### src/rtl/uart_rb_pkg.sv
package uart_rb_pkg;

    // Word indices whose values software depends on
    localparam int IX_RXD     = 'h00;
    localparam int IX_TXD     = 'h10;
    localparam int IX_CTRL1   = 'h20;
    localparam int IX_CTRL2   = 'h21;
    localparam int IX_CTRL3   = 'h22;
    localparam int IX_CTRL4   = 'h23;
    localparam int IX_FIFOCTL = 'h24;
    localparam int IX_STAT1   = 'h25;
    localparam int IX_STAT2   = 'h26;
    localparam int IX_BINC    = 'h29;
    localparam int IX_BMOD    = 'h2A;
    localparam int IX_BCNT    = 'h2B;
    localparam int IX_MSEC    = 'h2C;
    localparam int IX_TEST    = 'h2D;

    // Status 1
    localparam int S1_RTS_LVL = 14;
    localparam int S1_TX_RDY  = 13;
    localparam int S1_RX_RDY  = 9;
    localparam int S1_RX_IDLE = 6;
    // Status 2
    localparam int S2_TX_EMPTY = 14;
    localparam int S2_CD_IN    = 5;
    localparam int S2_TX_CMPL  = 3;
    localparam int S2_BRK_SEEN = 2;
    localparam int S2_DATA_RDY = 0;
    // Test register
    localparam int TS_TX_EMPTY = 6;
    localparam int TS_RX_EMPTY = 5;
    // Control 1
    localparam int C1_TXRDY_EN  = 13;
    localparam int C1_RXRDY_EN  = 9;
    localparam int C1_TXEMPT_EN = 6;
    // Control 2
    localparam int C2_SOFT_N = 0;
    localparam int C2_TX_EN  = 2;
    // Control 4
    localparam int C4_CMPL_EN = 3;
    localparam int C4_DRDY_EN = 0;
    // Receive word
    localparam int RW_VALID = 15;
    localparam int RW_ERR   = 14;
    localparam int RW_FRM   = 12;
    localparam int RW_BRK   = 11;

    localparam logic [15:0] CTRL3_INIT = 16'h0700;
    localparam logic [15:0] BCNT_INIT  = 16'h0004;
    localparam logic [15:0] RXW_INIT   = 16'h4000;

    typedef enum logic [1:0] {TX_IDLE, TX_SEND, TX_WAIT} tx_state_t;
    typedef enum logic       {RX_EMPTY, RX_FULL}         rx_state_t;

endpackage

### src/rtl/uart_rb_txseq.sv
module uart_rb_txseq
    import uart_rb_pkg::*;
#(
    parameter int CHAR_W = 8
) (
    input  logic              clk,
    input  logic              rst_n,
    input  logic              srst,
    input  logic              start,
    input  logic [CHAR_W-1:0] din,
    input  logic              done,
    output logic              tx_strobe,
    output logic [CHAR_W-1:0] tx_data,
    output logic              idle
);

    tx_state_t state_q, state_d;

    always_comb begin
        state_d = state_q;
        unique case (state_q)
            TX_IDLE: if (start) state_d = TX_SEND;
            TX_SEND: state_d = done ? TX_IDLE : TX_WAIT;
            TX_WAIT: if (done) state_d = TX_IDLE;
            default: state_d = TX_IDLE;
        endcase
        if (srst) state_d = TX_IDLE;
    end

    always_ff @(posedge clk or negedge rst_n) begin
        if (!rst_n) state_q <= TX_IDLE;
        else        state_q <= state_d;
    end

    always_ff @(posedge clk or negedge rst_n) begin
        if (!rst_n)                                  tx_data <= '0;
        else if (state_q == TX_IDLE && start && !srst) tx_data <= din;
    end

    always_comb begin
        tx_strobe = (state_q == TX_SEND);
        idle      = (state_q == TX_IDLE);
    end

    // the start pulse lasts a single cycle
    p_strobe_single_r8: assert property (@(posedge clk) disable iff (!rst_n)
        tx_strobe |=> !tx_strobe);

    // a strobe only follows an accepted start request
    p_strobe_cause_r8: assert property (@(posedge clk) disable iff (!rst_n)
        $rose(tx_strobe) |-> $past(start));

endmodule

### src/rtl/uart_rb_rxbuf.sv
module uart_rb_rxbuf
    import uart_rb_pkg::*;
#(
    parameter int CHAR_W = 8,
    parameter int REG_W  = 16
) (
    input  logic              clk,
    input  logic              rst_n,
    input  logic              srst,
    input  logic              rx_valid,
    input  logic [CHAR_W-1:0] rx_data,
    input  logic              rx_brk,
    input  logic              rx_frm,
    input  logic              rx_err,
    input  logic              pop,
    output logic [REG_W-1:0]  word,
    output logic              full,
    output logic              brk_cap
);

    rx_state_t state_q, state_d;
    logic [REG_W-1:0] cap;
    logic take;

    always_comb begin
        cap = '0;
        cap[CHAR_W-1:0] = rx_data;
        cap[RW_ERR]     = rx_err;
        cap[RW_FRM]     = rx_frm;
        cap[RW_BRK]     = rx_brk;
    end

    always_comb begin
        state_d = state_q;
        unique case (state_q)
            RX_EMPTY: if (rx_valid) state_d = RX_FULL;
            RX_FULL:  if (pop)      state_d = RX_EMPTY;
            default:                state_d = RX_EMPTY;
        endcase
        if (srst) state_d = RX_EMPTY;
    end

    always_ff @(posedge clk or negedge rst_n) begin
        if (!rst_n) state_q <= RX_EMPTY;
        else        state_q <= state_d;
    end

    assign take = (state_q == RX_EMPTY) && rx_valid && !srst;

    always_ff @(posedge clk or negedge rst_n) begin
        if (!rst_n)    word <= RXW_INIT;
        else if (srst) word <= RXW_INIT;
        else if (take) word <= cap;
    end

    always_comb begin
        full    = (state_q == RX_FULL);
        brk_cap = take && rx_brk;
    end

    // an arrival while full leaves the held word alone
    p_refuse_full_r6: assert property (@(posedge clk) disable iff (!rst_n)
        (full && rx_valid && !pop && !srst) |=> (full && $stable(word)));

endmodule

### src/rtl/uart_rb_irq.sv
module uart_rb_irq (
    input  logic clk,
    input  logic rst_n,
    input  logic tx_rdy,
    input  logic rx_rdy,
    input  logic tx_empty,
    input  logic tx_cmpl,
    input  logic data_rdy,
    input  logic en_tx_rdy,
    input  logic en_rx_rdy,
    input  logic en_tx_empty,
    input  logic en_cmpl,
    input  logic en_drdy,
    output logic irq
);

    logic any_d;

    always_comb begin
        any_d = (tx_rdy   && en_tx_rdy)   ||
                (rx_rdy   && en_rx_rdy)   ||
                (tx_empty && en_tx_empty) ||
                (tx_cmpl  && en_cmpl)     ||
                (data_rdy && en_drdy);
    end

    always_ff @(posedge clk or negedge rst_n) begin
        if (!rst_n) irq <= 1'b0;
        else        irq <= any_d;
    end

    // no enable set in the previous cycle means no request now
    p_irq_quiet_r9: assert property (@(posedge clk) disable iff (!rst_n)
        $past(!(en_tx_rdy || en_rx_rdy || en_tx_empty || en_cmpl || en_drdy)) |-> !irq);

endmodule

### src/rtl/uart_regbank.sv
module uart_regbank
    import uart_rb_pkg::*;
#(
    parameter int ADDR_W = 6,
    parameter int DATA_W = 32,
    parameter int REG_W  = 16,
    parameter int CHAR_W = 8
) (
    input  logic              clk,
    input  logic              rst_n,
    input  logic              wr_en,
    input  logic              rd_en,
    input  logic [ADDR_W-1:0] addr,
    input  logic [DATA_W-1:0] wdata,
    output logic [DATA_W-1:0] rdata,
    input  logic              rx_valid,
    input  logic [CHAR_W-1:0] rx_data,
    input  logic              rx_brk,
    input  logic              rx_frm,
    input  logic              rx_err,
    output logic              rx_ready,
    output logic              tx_strobe,
    output logic [CHAR_W-1:0] tx_data,
    input  logic              tx_done,
    output logic              irq
);

    localparam int PAD_W = DATA_W - REG_W;

    logic [REG_W-1:0] ctrl1, ctrl2, ctrl3, ctrl4, fifoctl, bmod, bcnt, msec;
    logic [REG_W-1:0] stat1, stat2, testr, rxw, rd_val, wv;
    logic brk_seen, brk_cap, rx_full, tx_idle;
    logic srst, tx_start, rx_pop;
    logic unused_hi;

    function automatic logic at(input logic [ADDR_W-1:0] a, input int ix);
        return a == ADDR_W'(ix);
    endfunction

    assign wv        = wdata[REG_W-1:0];
    assign unused_hi = ^wdata[DATA_W-1:REG_W];
    assign srst      = wr_en && at(addr, IX_CTRL2) && !wdata[C2_SOFT_N];
    assign tx_start  = wr_en && at(addr, IX_TXD) && ctrl2[C2_TX_EN];
    assign rx_pop    = rd_en && at(addr, IX_RXD);
    assign rx_ready  = !rx_full;

    uart_rb_rxbuf #(.CHAR_W(CHAR_W), .REG_W(REG_W)) u_rx (
        .clk(clk), .rst_n(rst_n), .srst(srst),
        .rx_valid(rx_valid), .rx_data(rx_data),
        .rx_brk(rx_brk), .rx_frm(rx_frm), .rx_err(rx_err),
        .pop(rx_pop), .word(rxw), .full(rx_full), .brk_cap(brk_cap)
    );

    uart_rb_txseq #(.CHAR_W(CHAR_W)) u_tx (
        .clk(clk), .rst_n(rst_n), .srst(srst), .start(tx_start),
        .din(wdata[CHAR_W-1:0]), .done(tx_done),
        .tx_strobe(tx_strobe), .tx_data(tx_data), .idle(tx_idle)
    );

    // Configuration words
    always_ff @(posedge clk or negedge rst_n) begin
        if (!rst_n) begin
            ctrl1 <= '0;  ctrl2 <= REG_W'(1); ctrl3 <= CTRL3_INIT; ctrl4 <= '0;
            fifoctl <= '0; bmod <= '0; bcnt <= BCNT_INIT; msec <= '0;
        end else if (srst) begin
            ctrl1 <= '0;
            ctrl2 <= wv | REG_W'(1);
            ctrl3 <= CTRL3_INIT;
            bmod  <= '0;
            bcnt  <= BCNT_INIT;
        end else if (wr_en) begin
            if (at(addr, IX_CTRL1))   ctrl1   <= wv;
            if (at(addr, IX_CTRL2))   ctrl2   <= wv;
            if (at(addr, IX_CTRL3))   ctrl3   <= wv;
            if (at(addr, IX_CTRL4))   ctrl4   <= wv;
            if (at(addr, IX_FIFOCTL)) fifoctl <= wv;
            if (at(addr, IX_BINC))    bcnt    <= wv;
            if (at(addr, IX_BMOD))    bmod    <= wv;
            if (at(addr, IX_MSEC))    msec    <= wv;
        end
    end

    // Break-seen: set by capture, cleared by writing one, reset by soft reset
    always_ff @(posedge clk or negedge rst_n) begin
        if (!rst_n)       brk_seen <= 1'b0;
        else if (srst)    brk_seen <= 1'b0;
        else if (brk_cap) brk_seen <= 1'b1;
        else if (wr_en && at(addr, IX_STAT2) && wdata[S2_BRK_SEEN]) brk_seen <= 1'b0;
    end

    always_comb begin
        stat1 = '0;
        stat1[S1_RTS_LVL] = 1'b1;
        stat1[S1_TX_RDY]  = tx_idle;
        stat1[S1_RX_RDY]  = rx_full;
        stat1[S1_RX_IDLE] = 1'b1;
        stat2 = '0;
        stat2[S2_TX_EMPTY] = 1'b1;
        stat2[S2_CD_IN]    = 1'b1;
        stat2[S2_TX_CMPL]  = tx_idle;
        stat2[S2_BRK_SEEN] = brk_seen;
        stat2[S2_DATA_RDY] = rx_full;
        testr = '0;
        testr[TS_TX_EMPTY] = 1'b1;
        testr[TS_RX_EMPTY] = !rx_full;
    end

    always_comb begin
        rd_val = '0;
        if (at(addr, IX_RXD)) begin
            rd_val = rxw;
            rd_val[RW_VALID] = rxw[RW_VALID] | rx_full;
        end
        if (at(addr, IX_CTRL1))   rd_val = ctrl1;
        if (at(addr, IX_CTRL2))   rd_val = ctrl2;
        if (at(addr, IX_CTRL3))   rd_val = ctrl3;
        if (at(addr, IX_CTRL4))   rd_val = ctrl4;
        if (at(addr, IX_FIFOCTL)) rd_val = fifoctl;
        if (at(addr, IX_STAT1))   rd_val = stat1;
        if (at(addr, IX_STAT2))   rd_val = stat2;
        if (at(addr, IX_BMOD))    rd_val = bmod;
        if (at(addr, IX_BCNT))    rd_val = bcnt;
        if (at(addr, IX_MSEC))    rd_val = msec;
        if (at(addr, IX_TEST))    rd_val = testr;
        rdata = rd_en ? {{PAD_W{1'b0}}, rd_val} : '0;
    end

    uart_rb_irq u_irq (
        .clk(clk), .rst_n(rst_n),
        .tx_rdy(stat1[S1_TX_RDY]), .rx_rdy(stat1[S1_RX_RDY]),
        .tx_empty(stat2[S2_TX_EMPTY]), .tx_cmpl(stat2[S2_TX_CMPL]),
        .data_rdy(stat2[S2_DATA_RDY]),
        .en_tx_rdy(ctrl1[C1_TXRDY_EN]), .en_rx_rdy(ctrl1[C1_RXRDY_EN]),
        .en_tx_empty(ctrl1[C1_TXEMPT_EN]),
        .en_cmpl(ctrl4[C4_CMPL_EN]), .en_drdy(ctrl4[C4_DRDY_EN]),
        .irq(irq)
    );

    // reading a full buffer empties it
    p_pop_on_read_r5: assert property (@(posedge clk) disable iff (!rst_n)
        (rd_en && at(addr, IX_RXD) && rx_full && !srst) |=> !rx_full);

    // after a soft reset the buffer is empty and the sequencer idle
    p_soft_reset_r3: assert property (@(posedge clk) disable iff (!rst_n)
        srst |=> (!rx_full && tx_idle));

endmodule

### config.mk
export PLATFORM = sky130hd
export DESIGN_NAME = uart_regbank
export DESIGN_NICKNAME = d
export VERILOG_FILES = /design/src/rtl/uart_rb_pkg.sv /design/src/rtl/uart_rb_txseq.sv /design/src/rtl/uart_rb_rxbuf.sv /design/src/rtl/uart_rb_irq.sv /design/src/rtl/uart_regbank.sv
export SDC_FILE = /design/constraint.sdc
export NUM_CORES = 1
export LEC_CHECK = 0
export BUFFER_PORTS_ARGS = -buffer_cell sky130_fd_sc_hd__buf_4
export CAP_MARGIN = 10
export CORE_MARGIN = 2
export CORE_UTILIZATION = 30
export DETAILED_ROUTE_END_ITERATION = 7
export SETUP_SLACK_MARGIN = 0.3
export SLEW_MARGIN = 0
export SYNTH_ARGS = -nofsm -noshare
export SYNTH_HDL_FRONTEND = slang
export SYNTH_SLANG_ARGS = --single-unit
### constraint.sdc
create_clock -name clk -period 2.11 [get_ports clk]
set_input_delay 0.1055 -clock clk [delete_from_list [all_inputs] [get_ports clk]]
set_output_delay 0.1055 -clock clk [all_outputs]
set_load 0.05 [all_outputs]
# --- Word level (Yosys, flattened, before mapping) ---
# Cells that the tools add are included.
word_totals:
  regBits: 157
  input_bits: 55
classes:
  n_eq_ne: 17
  n_mux: 42
  n_bitwise: 3
  reduce_logical: 42
op_table:
  columns: ["cell", "count"]
  rows:
  - ["2-to-1 mux 16 bit", 30]
  - ["== test 6 bit (second input constant)", 12]
  - ["logical AND 1 bit", 16]
  - ["nonzero test 2 bit", 7]
  - ["AND reduction 2 bit", 6]
  - ["AND reduction 3 bit", 3]
  - ["2-to-1 mux 2 bit", 4]
  - ["== test 6 x 5 -> 1 bit (second input constant)", 1]
  - ["zero test 6 bit", 1]
  - ["2-to-1 mux 1 bit", 6]
  - ["case mux 2 bit (3 select lines)", 1]
  - ["logical OR 1 bit", 4]
  - ["zero test 1 bit", 3]
  - ["!= test 3 x 1 -> 1 bit (second input constant)", 1]
  - ["!= test 3 x 2 -> 1 bit (second input constant)", 1]
  - ["nonzero test 3 bit", 1]
  - ["== test 2 x 1 -> 1 bit (second input constant)", 1]
  - ["== test 2 bit (second input constant)", 1]
  - ["zero test 2 bit", 1]
  - ["NOT 1 bit", 2]
  - ["case mux 1 bit (2 select lines)", 1]
  - ["bitwise OR 1 bit", 1]

# --- Depth between registers and ports, before layout ---
# Gate-level depths: netlist of run 1.
depth:
  depth_word: 14
  depth_mapped: 8

# --- Cells and area by module ---
# Synthesis of run 1 repeated with hierarchy kept, for this count alone.
hier_totals:
  hier_cells: 791
  hier_area_um2: 8082.8
modules_own_cells:
  columns: ["module", "n_inst", "cells_per_inst", "area_each_um2", "seq_area_each_um2"]
  rows:
  - ["uart_regbank", 1, 704, 6960.4, 3234.4]
  - ["uart_rb_rxbuf", 1, 60, 688.2, 301.5]
  - ["uart_rb_txseq", 1, 23, 387.9, 250.2]
  - ["uart_rb_irq", 1, 4, 46.3, 25.0]

# --- Worst setup path after synthesis of run 1 ---
# No wires, ideal clock.
synth_timing:
  path_kind: "input -> output"
  startpoint: "in addr[1]"
  endpoint: "out rdata[11]"
  t_arrival_ns: 2.358
  required_time_ns: 2.004
  path_slack_ns: -0.354
  path_stages: 7
  path_cell_list: "clkbuf_1 > buf_1 > xor2_1 > a22oi_1 > o221a_2 > o21ai_0 > a21oi_1"
synth_between:
  elab_chain_len: 14
  word_cells_on_any_way: 25
  cone_classes: "11 x eq/ne; 13 x mux; 1 x reduce/logical"
synth_lines:
  columns: ["element", "line_no", "rtl"]
  rows:
  - ["start: declaration", "uart_regbank.sv:13", "input logic [ADDR_W-1:0] addr,"]
  - ["zero test 6 bit", "uart_regbank.sv:37", "return a == ADDR_W'(ix);"]
  - ["2-to-1 mux 16 bit", "uart_regbank.sv:110", "if (at(addr, IX_RXD)) begin"]
  - ["2-to-1 mux 16 bit", "uart_regbank.sv:114", "if (at(addr, IX_CTRL1)) rd_val = ctrl1;"]
  - ["2-to-1 mux 16 bit", "uart_regbank.sv:115", "if (at(addr, IX_CTRL2)) rd_val = ctrl2;"]
  - ["2-to-1 mux 16 bit", "uart_regbank.sv:116", "if (at(addr, IX_CTRL3)) rd_val = ctrl3;"]
  - ["2-to-1 mux 16 bit", "uart_regbank.sv:117", "if (at(addr, IX_CTRL4)) rd_val = ctrl4;"]
  - ["2-to-1 mux 16 bit", "uart_regbank.sv:118", "if (at(addr, IX_FIFOCTL)) rd_val = fifoctl;"]
  - ["2-to-1 mux 16 bit", "uart_regbank.sv:119", "if (at(addr, IX_STAT1)) rd_val = stat1;"]
  - ["2-to-1 mux 16 bit", "uart_regbank.sv:120", "if (at(addr, IX_STAT2)) rd_val = stat2;"]
  - ["2-to-1 mux 16 bit", "uart_regbank.sv:121", "if (at(addr, IX_BMOD)) rd_val = bmod;"]
  - ["2-to-1 mux 16 bit", "uart_regbank.sv:122", "if (at(addr, IX_BCNT)) rd_val = bcnt;"]
  - ["2-to-1 mux 16 bit", "uart_regbank.sv:123", "if (at(addr, IX_MSEC)) rd_val = msec;"]
  - ["2-to-1 mux 16 bit (*)", "uart_regbank.sv:124", "if (at(addr, IX_TEST)) rd_val = testr;"]
  - ["2-to-1 mux 16 bit (*)", "uart_regbank.sv:125", "rdata = rd_en ? {{PAD_W{1'b0}}, rd_val} : '0;"]
  - ["end: declaration", "uart_regbank.sv:15", "output logic [DATA_W-1:0] rdata,"]
# Every way passes the cells marked *; elsewhere a longest branch is shown, timed or not.

# --- Worst setup path in the final report of run 1 ---
layout_timing:
  startpoint: "reg ctrl4[14]"
  endpoint: "out rdata[14]"
layout_between:
  elab_chain_len: 9
layout_lines:
  columns: ["element", "line_no", "rtl"]
  rows:
  - ["start: declaration", "uart_regbank.sv:30", "logic [REG_W-1:0] ctrl1, ctrl2, ctrl3, ctrl4, fifoctl, bmod, bcnt, msec;"]
  - ["start signal: assignment", "uart_regbank.sv:75", "if (at(addr, IX_CTRL4)) ctrl4 <= wv;"]
  - ["2-to-1 mux 16 bit", "uart_regbank.sv:117", null]
  - ["2-to-1 mux 16 bit", "uart_regbank.sv:118", null]
  - ["2-to-1 mux 16 bit", "uart_regbank.sv:119", null]
  - ["2-to-1 mux 16 bit", "uart_regbank.sv:120", null]
  - ["2-to-1 mux 16 bit", "uart_regbank.sv:121", null]
  - ["2-to-1 mux 16 bit", "uart_regbank.sv:122", null]
  - ["2-to-1 mux 16 bit", "uart_regbank.sv:123", null]
  - ["2-to-1 mux 16 bit", "uart_regbank.sv:124", null]
  - ["2-to-1 mux 16 bit", "uart_regbank.sv:125", null]
# Every way passes these cells.

==> results.json, run 1 <==
{
  "synth_area_leaders": "dfrtp_1, nand2_1, a21oi_1, mux2_1, mux2_2",
  "rrSetupSlack_ps": 420,
  "netlist_area_mm2": 0.00760,
  "max-clock-path-buffers": 2,
  "rsz0062_at_grt": "true",
  "via_per_inst": 5.22,
  "crit-reg2reg-launch": "u_tx.state_q[1]",
  "drtAntennaViolNets": 0,
  "dpl.hpwl_um": 16500,
  "hold_ws_ps": 13.7,
  "cts_made_buffers": 17,
  "power_mw": 8.49,
  "yosys_warnings": 0,
  "skew_ps": 10.0,
  "synth-main-ff-cell": "dfrtp_1",
  "io_pins": 98,
  "path_clk_slew_ps": 60,
  "fin_ws_ps": 28.9,
  "synth_common_cells": "nand2_1, dfrtp_1, a21oi_1, clkbuf_1, mux2_1",
  "status": "complete, no violations",
  "synth.top_cell.area_share": 0.481,
  "grt_start_max_net_pins": 57,
  "ys_ff_latch": 152,
  "tns_ps": 0,
  "holdPathEnd": "bcnt[2]",
  "power-per-cell-area_mw_per_mm2": 788,
  "regArea_mm2": 0.00381,
  "synth_most_common_cell": "nand2_1",
  "initial_core_util": 0.304,
  "route.detailed.drc": 0,
  "drt_iter0_drc": 536,
  "stdcell_area_mm2": 0.0108,
  "synthArstFlopShare": 1.00,
  "p_leak_nw": 4.66,
  "ir_drop_uv": 452,
  "period_minus_slack_ps": 2080,
  "cts_num_sinks": 152,
  "gp_congestion": 0.887,
  "crit_arrival_ps": 1980,
  "cts_tree": "built",
  "yosys.area.top_type": "dfrtp_1",
  "antennaDiodeCount": 0,
  "die_h_um": 163,
  "antenna_found_initial": 0,
  "grt_pass1_vias": 6538,
  "dpl_cell_area_mm2": 0.00911,
  "min_path_type": "input port to flip-flop",
  "dp_worst_setup_slack_ps": -35.9,
  "core_mm2": 0.0250,
  "setup_viol": 0,
  "syn_to_final_growth_pct": 41.7,
  "hold_depth": 3,
  "critPathRequiredTime_ps": 2000,
  "worstMarginPinSlew_ps": 950,
  "worstReg2RegEnd": "u_tx.tx_data[4]",
  "worst-path-max-fanout": 2,
  "clkLatencyLatePin_ps": 440,
  "hp-start": "wdata[2]",
  "port-buffer-count": 65,
  "fill_cells": 2394,
  "startpoint_type": "flip-flop",
  "hold_viol": 0,
  "slew_headroom": 0.366,
  "period_share": 0.986,
  "grt_first_pass_wirelength_um": 38000,
  "std_cell_rows": 58,
  "wl_um": 24600,
  "multi_input_area_mm2": 0.00408,
  "die_w_um": 163,
  "endpoint_kind": "output port",
  "clock-root-buffer": "clkbuf_16",
  "final_nets": 979,
  "layout-drive-gt1-share": 0.352,
  "synth_cell_types": 61,
  "final-max-slew-violation-count": 0,
  "worstSetupPathType": "flip-flop to output port",
  "reg2reg_depth": 4,
  "avgRoutedWirePerCell_um": 19.4,
  "die_area_mm2": 0.0266,
  "grt_overflow": 0,
  "max_clock_freq_mhz": 481,
  "drt_pass1_iterations": 6,
  "cap_violations": 0,
  "ys_seq_area_frac": 0.501,
  "cts.htree.levels": 4,
  "avgSynthCellArea_um2": 9.78,
  "synth_edf_count": 0,
  "synthesis.instances": 777,
  "grt_use_total": 0.190,
  "vias": 6615
}
-- worst max-delay path by stage --
stage | startpoint | end | depth (start not counted)
floorplan | addr[2] | rdata[5] | 6
CTS | ctrl4[14] | rdata[14] | 5
global route | ctrl4[14] | rdata[14] | 5
finish | ctrl4[14] | rdata[14] | 5
global placement | addr[2] | rdata[3] | 9
detailed placement | addr[2] | rdata[3] | 9
-- cells by family (layout without fill, tap and decap cells) --
kind of cell | count (synthesis) | in the layout | synth area share
AO/OA/AOI/OAI | 196 | 196 | 0.161
buffers and inverters | 88 | 232 | 0.0542
flip-flops | 152 | 152 | 0.501
XOR/XNOR | 2 | 2 | 0.00230
multiplexers | 85 | 85 | 0.129
AND/OR/NAND/NOR | 253 | 254 | 0.151
other | 1 | 16 | 0.000493
-- placed cells by master, fill, tap and decap left out, types with 6 or more instances in the layout --
cell and instances:
o221a_2 6, nand3_1 19, a22oi_1 6, mux2i_1 8, nor3_1 7, clkbuf_16 17
o21ai_0 22, buf_12 13, a21oi_1 76, dfstp_2 6, buf_4 116, nand2_1 156
dlygate4sd3_1 28, o21ai_2 7, inv_1 10, a22oi_2 7, conb_1 16, a221o_1 6
dfrtp_1 145, a21oi_4 10, nor3_2 6, and3_1 6, mux2_1 36, buf_6 31
nor2_1 18, mux2_2 28, mux2_4 8
-- power by group --
part | internal (mW) | switching (mW)
Sequential | 3.40 | 0.300
Clock | 2.03 | 1.30
Combinational | 0.648 | 0.817
Total | 6.07 | 2.42
-- registers in the layout, summed over array words and instances, names as in the netlist --
register and cells:
fifoctl 16, bmod 16, ctrl1 16, u_irq.irq 1, ctrl3 16, msec 16
u_tx.tx_data 8, u_tx.state_q 2, ctrl4 16, bcnt 16, u_rx.full 1, ctrl2 16
u_rx.word 11, brk_seen 1
-- per-layer routing --
layer / GRT usage / share of wire / vias to the layer above
met4: 0.0623 / 0.019 / 0
met1: 0.254 / 0.44 / 3325
met2: 0.307 / 0.48 / 225
met3: 0.0389 / 0.060 / 32
li1: - / - / 3033
met5: 0 / 0 / -
-- repair_timing --
item | 4_1_cts | 5_1_grt
resized for setup | 72 | 54
setup buffers | 9 | 12
hold buffers | 28 | 0
cloned | 1 | 0
endpoints found under the hold margin | 140 | 0
pin swaps | 23 | 21
setup endpoints to repair | 16 | 24
-- area by class of cell --
cell class	instances	area share
multi-input cells	553	0.379
flip-flops and latches	152	0.354
repair buffers	190	0.166
clock buffers	19	0.0411
well taps	330	0.0383
clock inverters	13	0.0180
inverters	10	0.00348
-- worst max-delay path: stages, from the launching register on --
cell	delay, ps
dfrtp_1	380
mux4_2	480
a22oi_2	220
and3_4	230
o22ai_4	60
buf_6	170
-- stage by stage --
stage | util | std cells
global route | 0.430 | 1267
global placement | 0.364 | 1185
finish | 0.430 | 1267
floorplan | - | 792
detailed placement | 0.364 | 1185
CTS | 0.415 | 1255
Note: power is estimated with default switching activity, not from simulation.
==> inputs of run 2 (changes only) <==
--- a/config.mk
+++ b/config.mk
@@ -14,4 +14,5 @@
 export SLEW_MARGIN = 0
 export SYNTH_ARGS = -nofsm -noshare
 export SYNTH_HDL_FRONTEND = slang
+export SYNTH_HIERARCHICAL = 1
 export SYNTH_SLANG_ARGS = --single-unit
==> results.json, run 2 <==
{
  "status": "finished, violations left",
  "violations": "hold timing",
  "ir_drop_uv": 530,
  "std_cell_rows": 60,
  "worstMarginPinSlew_ps": 634,
  "cts.htree.levels": 4,
  "tns_ps": 0,
  "synth-main-ff-cell": "dfrtp_1",
  "via_per_inst": 5.27,
  "setup_viol": 0,
  "syn_to_final_growth_pct": 34.9,
  "power_mw": 8.28,
  "endpoint_kind": "output port",
  "p_switching_mw": 2.32,
  "skew_ps": 7.70,
  "clkPwrFrac": 0.403,
  "drt_pass1_iterations": 5,
  "core_mm2": 0.0267,
  "synth_most_common_cell": "nand2_1",
  "layout_common_cells": "nand2_1, dfrtp_1, buf_4",
  "grt_pass1_vias": 6840,
  "synthArstFlopShare": 1.00,
  "port-buffer-count": 65,
  "synth_edf_count": 0,
  "gp_congestion": 0.882,
  "crit_arrival_ps": 1960,
  "vias": 6774,
  "clock-root-buffer": "clkbuf_16",
  "hold_viol": 1,
  "worstSetupPathType": "input port to output port",
  "max_clock_freq_mhz": 484,
  "die_h_um": 168,
  "combPwrFrac": 0.161,
  "final_nets": 986,
  "power-per-cell-area_mw_per_mm2": 759,
  "hold_ws_ps": -1.79,
  "layout_commonest_cell": "nand2_1",
  "synth_cell_types": 72,
  "period_share": 0.979,
  "synth_common_cells": "nand2_1, dfrtp_1, a21oi_1, mux2_2, buf_2",
  "synth.top_cell.area_share": 0.452,
  "synth_area_leaders": "dfrtp_1, mux2_2, nand2_1, a21oi_1, buf_4",
  "drt_iter0_drc": 723,
  "layout.cells.non_filler": 1285,
  "swShare": 0.280,
  "dpl.hpwl_um": 17900,
  "die_area_mm2": 0.0283,
  "antennaDiodeCount": 0,
  "avgRoutedWirePerCell_um": 20.3,
  "final-max-slew-violation-count": 0,
  "antenna_found_initial": 0,
  "period_minus_slack_ps": 2070,
  "grt_use_total": 0.189,
  "cts_num_sinks": 152,
  "cts_tree": "built",
  "min_path_type": "input port to flip-flop",
  "layout-drive-gt1-share": 0.369,
  "route.detailed.drc": 0,
  "grt_start_max_net_pins": 53,
  "grt_overflow": 0,
  "slew_headroom": 0.574,
  "cap_violations": 0,
  "path_clk_slew_ps": 60,
  "critPathRequiredTime_ps": 2000,
  "seq_power_share": 0.436,
  "post-place-cells": 1208,
  "synthesis.instances": 791,
  "drtAntennaViolNets": 0,
  "internal_power_mw": 5.96,
  "netlist_area_mm2": 0.00808,
  "regArea_mm2": 0.00381,
  "fin_util": 0.408,
  "multi_input_area_mm2": 0.00433,
  "yosys_warnings": 6,
  "ys_seq_area_frac": 0.472,
  "initial_core_util": 0.302,
  "fill_cells": 2594,
  "cts_made_buffers": 17,
  "ys_ff_latch": 152,
  "clkLatencyLatePin_ps": 430,
  "rsz0062_at_grt": "true",
  "yosys.area.top_type": "dfrtp_1",
  "worst-path-max-fanout": 17,
  "avgSynthCellArea_um2": 10.2,
  "p_leak_nw": 4.78,
  "grt_first_pass_wirelength_um": 40800,
  "die_w_um": 168,
  "startpoint_type": "input port",
  "max-clock-path-buffers": 2,
  "io_pins": 98,
  "wl_um": 26100
}
==> run 2: cell types whose count changed after synthesis, moves of 12 or more <==
cell,change
clkbuf_1,-32
mux2_2,+32
mux2_1,-30
buf_2,+21
o21ai_0,-20
a21oi_1,-16
o221ai_1,+12
==> run 2: power by group through the flow <==
stage,clock network (mW),logic (mW),registers (mW)
finish,3.33,1.34,3.61
global route,3.51,1.46,3.65
detailed placement,0,1.18,3.65
global placement,0,1.15,3.64
floorplan,0,0.800,3.58
CTS,3.39,1.29,3.60
==> run 2: path summary, 6_finish.rpt <==
| path | slack [ps] | depth (start not counted) | startpoint | end |
|---|---|---|---|---|
| worst max-delay path | 40 | 8 | addr[1] | rdata[13] |
| worst min-delay path | -2 | 3 | rx_err | u_rx/word[14] |
| worst max register to register | 520 | 5 | ctrl2[2] | u_tx/tx_data[7] |
| worst min register to register | 470 | 2 | ctrl2[0] | ctrl2[0] |
| max in group asynchronous | 1220 | 3 | rst_n | u_tx/state_q[0] |
| min in group asynchronous | 180 | 2 | rst_n | ctrl3[3] |
==> run 2: per-stage QoR <==
| stage | instance area (um2) | setup WS (ps) |
|---|---|---|
| 2_1_floorplan | 8500 | 239 |
| 3_3_place_gp | 9560 | 14.4 |
| 3_5_place_dp | 9560 | 20.5 |
| 4_1_cts | 10800 | 23.7 |
| 5_1_grt | 10900 | -6.03 |
| 6_report | 10900 | 43.7 |
==> run 2: kinds of logic after synthesis <==
kind of cell              count (synthesis)  share of synthesized area
other                                     3                    0.00139
buffers and inverters                    87                     0.0661
AOI/OAI and AO/OA                       182                      0.154
xor gates and xnor gates                  3                    0.00325
and+or+nand+nor                         272                      0.174
muxes                                    92                      0.130
DFF                                     152                      0.472
==> run 2: final cells by class <==
cell class / instances / share of cell area
Clock buffer: 17 / 0.0390
Sequential cell: 152 / 0.350
Timing Repair Buffer: 182 / 0.153
Multi-Input combinational cell: 571 / 0.397
Clock inverter: 15 / 0.0195
Tap cell: 341 / 0.0391
Inverter: 7 / 0.00241
==> run 2: worst max-delay path, stage by stage <==
cell      delay, ps
buf_4           190
buf_4           200
nand2b_1        250
nor2_1          270
nand2_1         140
a32o_2          320
a221oi_4        270
buf_6           200
==> run 2: routing by layer <==
layer,GRT usage,vias up,wire length (um)
met5,0,-,0
met4,0.0603,0,533
met3,0.0313,37,1450
met2,0.292,252,11900
met1,0.271,3394,12200
li1,-,3091,-
==> run 2: timing repair <==
item,CTS,global route
resized for setup,53,29
pin swaps,32,22
buffers inserted,13,6
setup endpoints to repair,16,22
endpoints found under the hold margin,127,0
hold buffers,26,0
==> inputs of run 3 (changes only) <==
--- a/config.mk
+++ b/config.mk
@@ -5,6 +5,7 @@
 export SDC_FILE = /design/constraint.sdc
 export NUM_CORES = 1
 export LEC_CHECK = 0
+export ABC_AREA = 1
 export BUFFER_PORTS_ARGS = -buffer_cell sky130_fd_sc_hd__buf_4
 export CAP_MARGIN = 10
 export CORE_MARGIN = 2
==> constraint.sdc (replaced) <==
create_clock -name clk -period 2.11 [get_ports clk]
set_input_delay 0.1055 -clock clk [delete_from_list [all_inputs] [get_ports clk]]
set_output_delay 0.1055 -clock clk [all_outputs]
set_load 0.02 [all_outputs]
==> results.json, run 3 <==
{
  "drt_pass1_iterations": 5,
  "grt_first_pass_wirelength_um": 35900,
  "fin_util": 0.386,
  "layout-drive-gt1-share": 0.218,
  "yosys.area.top_type": "dfrtp_1",
  "final-max-slew-violation-count": 0,
  "tns_ps": 0,
  "min_path_type": "input port to flip-flop",
  "crit-reg2reg-launch": "ctrl2[2]",
  "ys_ff_latch": 152,
  "status": "complete, no violations",
  "antennaDiodeCount": 0,
  "hp-start": "wdata[10]",
  "endpoint_kind": "output port",
  "grt_use_total": 0.181,
  "core_mm2": 0.0250,
  "max_clock_freq_mhz": 532,
  "synth_common_cells": "nand2_1, dfrtp_1, o21ai_0, inv_1, nor2_1",
  "vias": 6729,
  "critPathRequiredTime_ps": 2000,
  "initial_core_util": 0.303,
  "clkLatencyLatePin_ps": 420,
  "avgRoutedWirePerCell_um": 16.7,
  "port-buffer-count": 65,
  "route.detailed.drc": 0,
  "synthesis.instances": 957,
  "worst-path-max-fanout": 2,
  "syn_to_final_growth_pct": 27.6,
  "worstMarginPinSlew_ps": 629,
  "ys_seq_area_frac": 0.504,
  "gp_congestion": 0.886,
  "cts_num_sinks": 152,
  "yosys_warnings": 6,
  "layout_common_cells": "nand2_1, dfrtp_1, o21ai_0",
  "avgSynthCellArea_um2": 7.90,
  "synthArstFlopShare": 1.00,
  "rsz0062_at_grt": "true",
  "io_pins": 98,
  "final_nets": 1131,
  "startpoint_type": "flip-flop",
  "std_cell_rows": 58,
  "crit_start": "u_rx/word[5]",
  "period_minus_slack_ps": 1880,
  "die_area_mm2": 0.0265,
  "slew_headroom": 0.580,
  "cts.htree.levels": 4,
  "synth_cell_types": 32,
  "grt_overflow": 0,
  "netlist_area_mm2": 0.00756,
  "cap_violations": 0,
  "die_h_um": 163,
  "synth_area_leaders": "dfrtp_1, nand2_1, o21ai_0, inv_1, nand3_1",
  "setup_viol": 0,
  "synth.top_cell.area_share": 0.483,
  "worstSetupPathType": "flip-flop to output port",
  "via_per_inst": 4.74,
  "layout_commonest_cell": "nand2_1",
  "crit_arrival_ps": 1770,
  "die_w_um": 163,
  "max-clock-path-buffers": 2,
  "regArea_mm2": 0.00381,
  "drtAntennaViolNets": 0,
  "clock-root-buffer": "clkbuf_16",
  "synth-main-ff-cell": "dfrtp_1",
  "drt_iter0_drc": 587,
  "p_leak_nw": 4.90,
  "ir_drop_uv": 481,
  "power-per-cell-area_mw_per_mm2": 829,
  "skew_ps": 5.22,
  "antenna_found_initial": 0,
  "multi_input_area_mm2": 0.00321,
  "synth_most_common_cell": "nand2_1",
  "grt_start_max_net_pins": 51,
  "period_share": 0.890,
  "wl_um": 23600,
  "hold_viol": 0,
  "synth_edf_count": 0,
  "path_clk_slew_ps": 60,
  "fill_cells": 2567,
  "cts_tree": "built",
  "cts_made_buffers": 17,
  "dpl.hpwl_um": 16000,
  "grt_pass1_vias": 6187
}
[run 3: repair_timing]
item / in CTS / in global routing
setup endpoints to repair: 13 / 16
pin swaps: 21 / 43
resized for setup: 34 / 42
cloned: 0 / 0
hold buffers: 24 / 0
endpoints found under the hold margin: 71 / 0
buffers inserted: 9 / 7
[run 3: cells by family after synthesis]
| family | synth area share |
|---|---|
| and+or+nand+nor | 0.285 |
| buffers and inverters | 0.0980 |
| AOI/OAI and AO/OA | 0.112 |
| DFF | 0.504 |
| other | 0.00149 |
[run 3: path summary, 6_finish.rpt]
path	endpoint	slack [ps]	cells after the start
min reg2reg	fifoctl[13]	480	2
min in group asynchronous	bcnt[10]	200	2
max	rdata[5]	230	11
min	ctrl2[10]	20	3
max in group asynchronous	ctrl2[0]	1200	3
max reg2reg	u_tx/tx_data[3]	610	7
[run 3: per-stage QoR]
step | std cells | hold slack [ps] | total power [mW] | setup WS, ps | area [um2]
after floorplan | 976 | -190 | 4.40 | 569 | 7630
after global placement | 1347 | 93.8 | 4.82 | 193 | 8500
after detailed placement | 1347 | 95.5 | 4.85 | 202 | 8500
after CTS | 1412 | 11.3 | 8.02 | 247 | 9490
after global routing | 1419 | 33.8 | 8.39 | 169 | 9640
final | 1419 | 22.5 | 8.00 | 232 | 9640
[run 3: report_power, final]
part | total, mW | internal (mW) | leakage [nW] | switching [mW]
sequential | 3.79 | 3.45 | 1.98 | 0.345
combinational | 1.15 | 0.487 | 2.63 | 0.663
clock | 3.05 | 1.87 | 0.291 | 1.19
[run 3: cell type report]
| class | instances | share of cell area |
|---|---|---|
| inverters | 82 | 0.0326 |
| well taps | 330 | 0.0428 |
| clock inverters | 7 | 0.00960 |
| multi-input cells | 680 | 0.333 |
| flip-flops and latches | 152 | 0.395 |
| clock buffers | 25 | 0.0514 |
| repair buffers | 143 | 0.135 |
[run 3: critical path, stage by stage (launching register included)]
cell     delay [ps]
dfrtp_1         390
nand4_1          80
nand2_1          70
nor2_2          150
nand3_1         100
nand2_1          80
nand2_1          60
nand2_1          90
nand3_2          90
nand2_2          90
inv_2            40
buf_6           120
[run 3: metal layers]
| metal | up-vias | GRT usage | routed length [um] |
|---|---|---|---|
| li1 | 3243 | - | - |
| met1 | 3218 | 0.253 | 10800 |
| met2 | 231 | 0.283 | 11000 |
| met3 | 37 | 0.0336 | 1430 |
| met4 | 0 | 0.0611 | 458 |
| met5 | - | 0 | 0 |
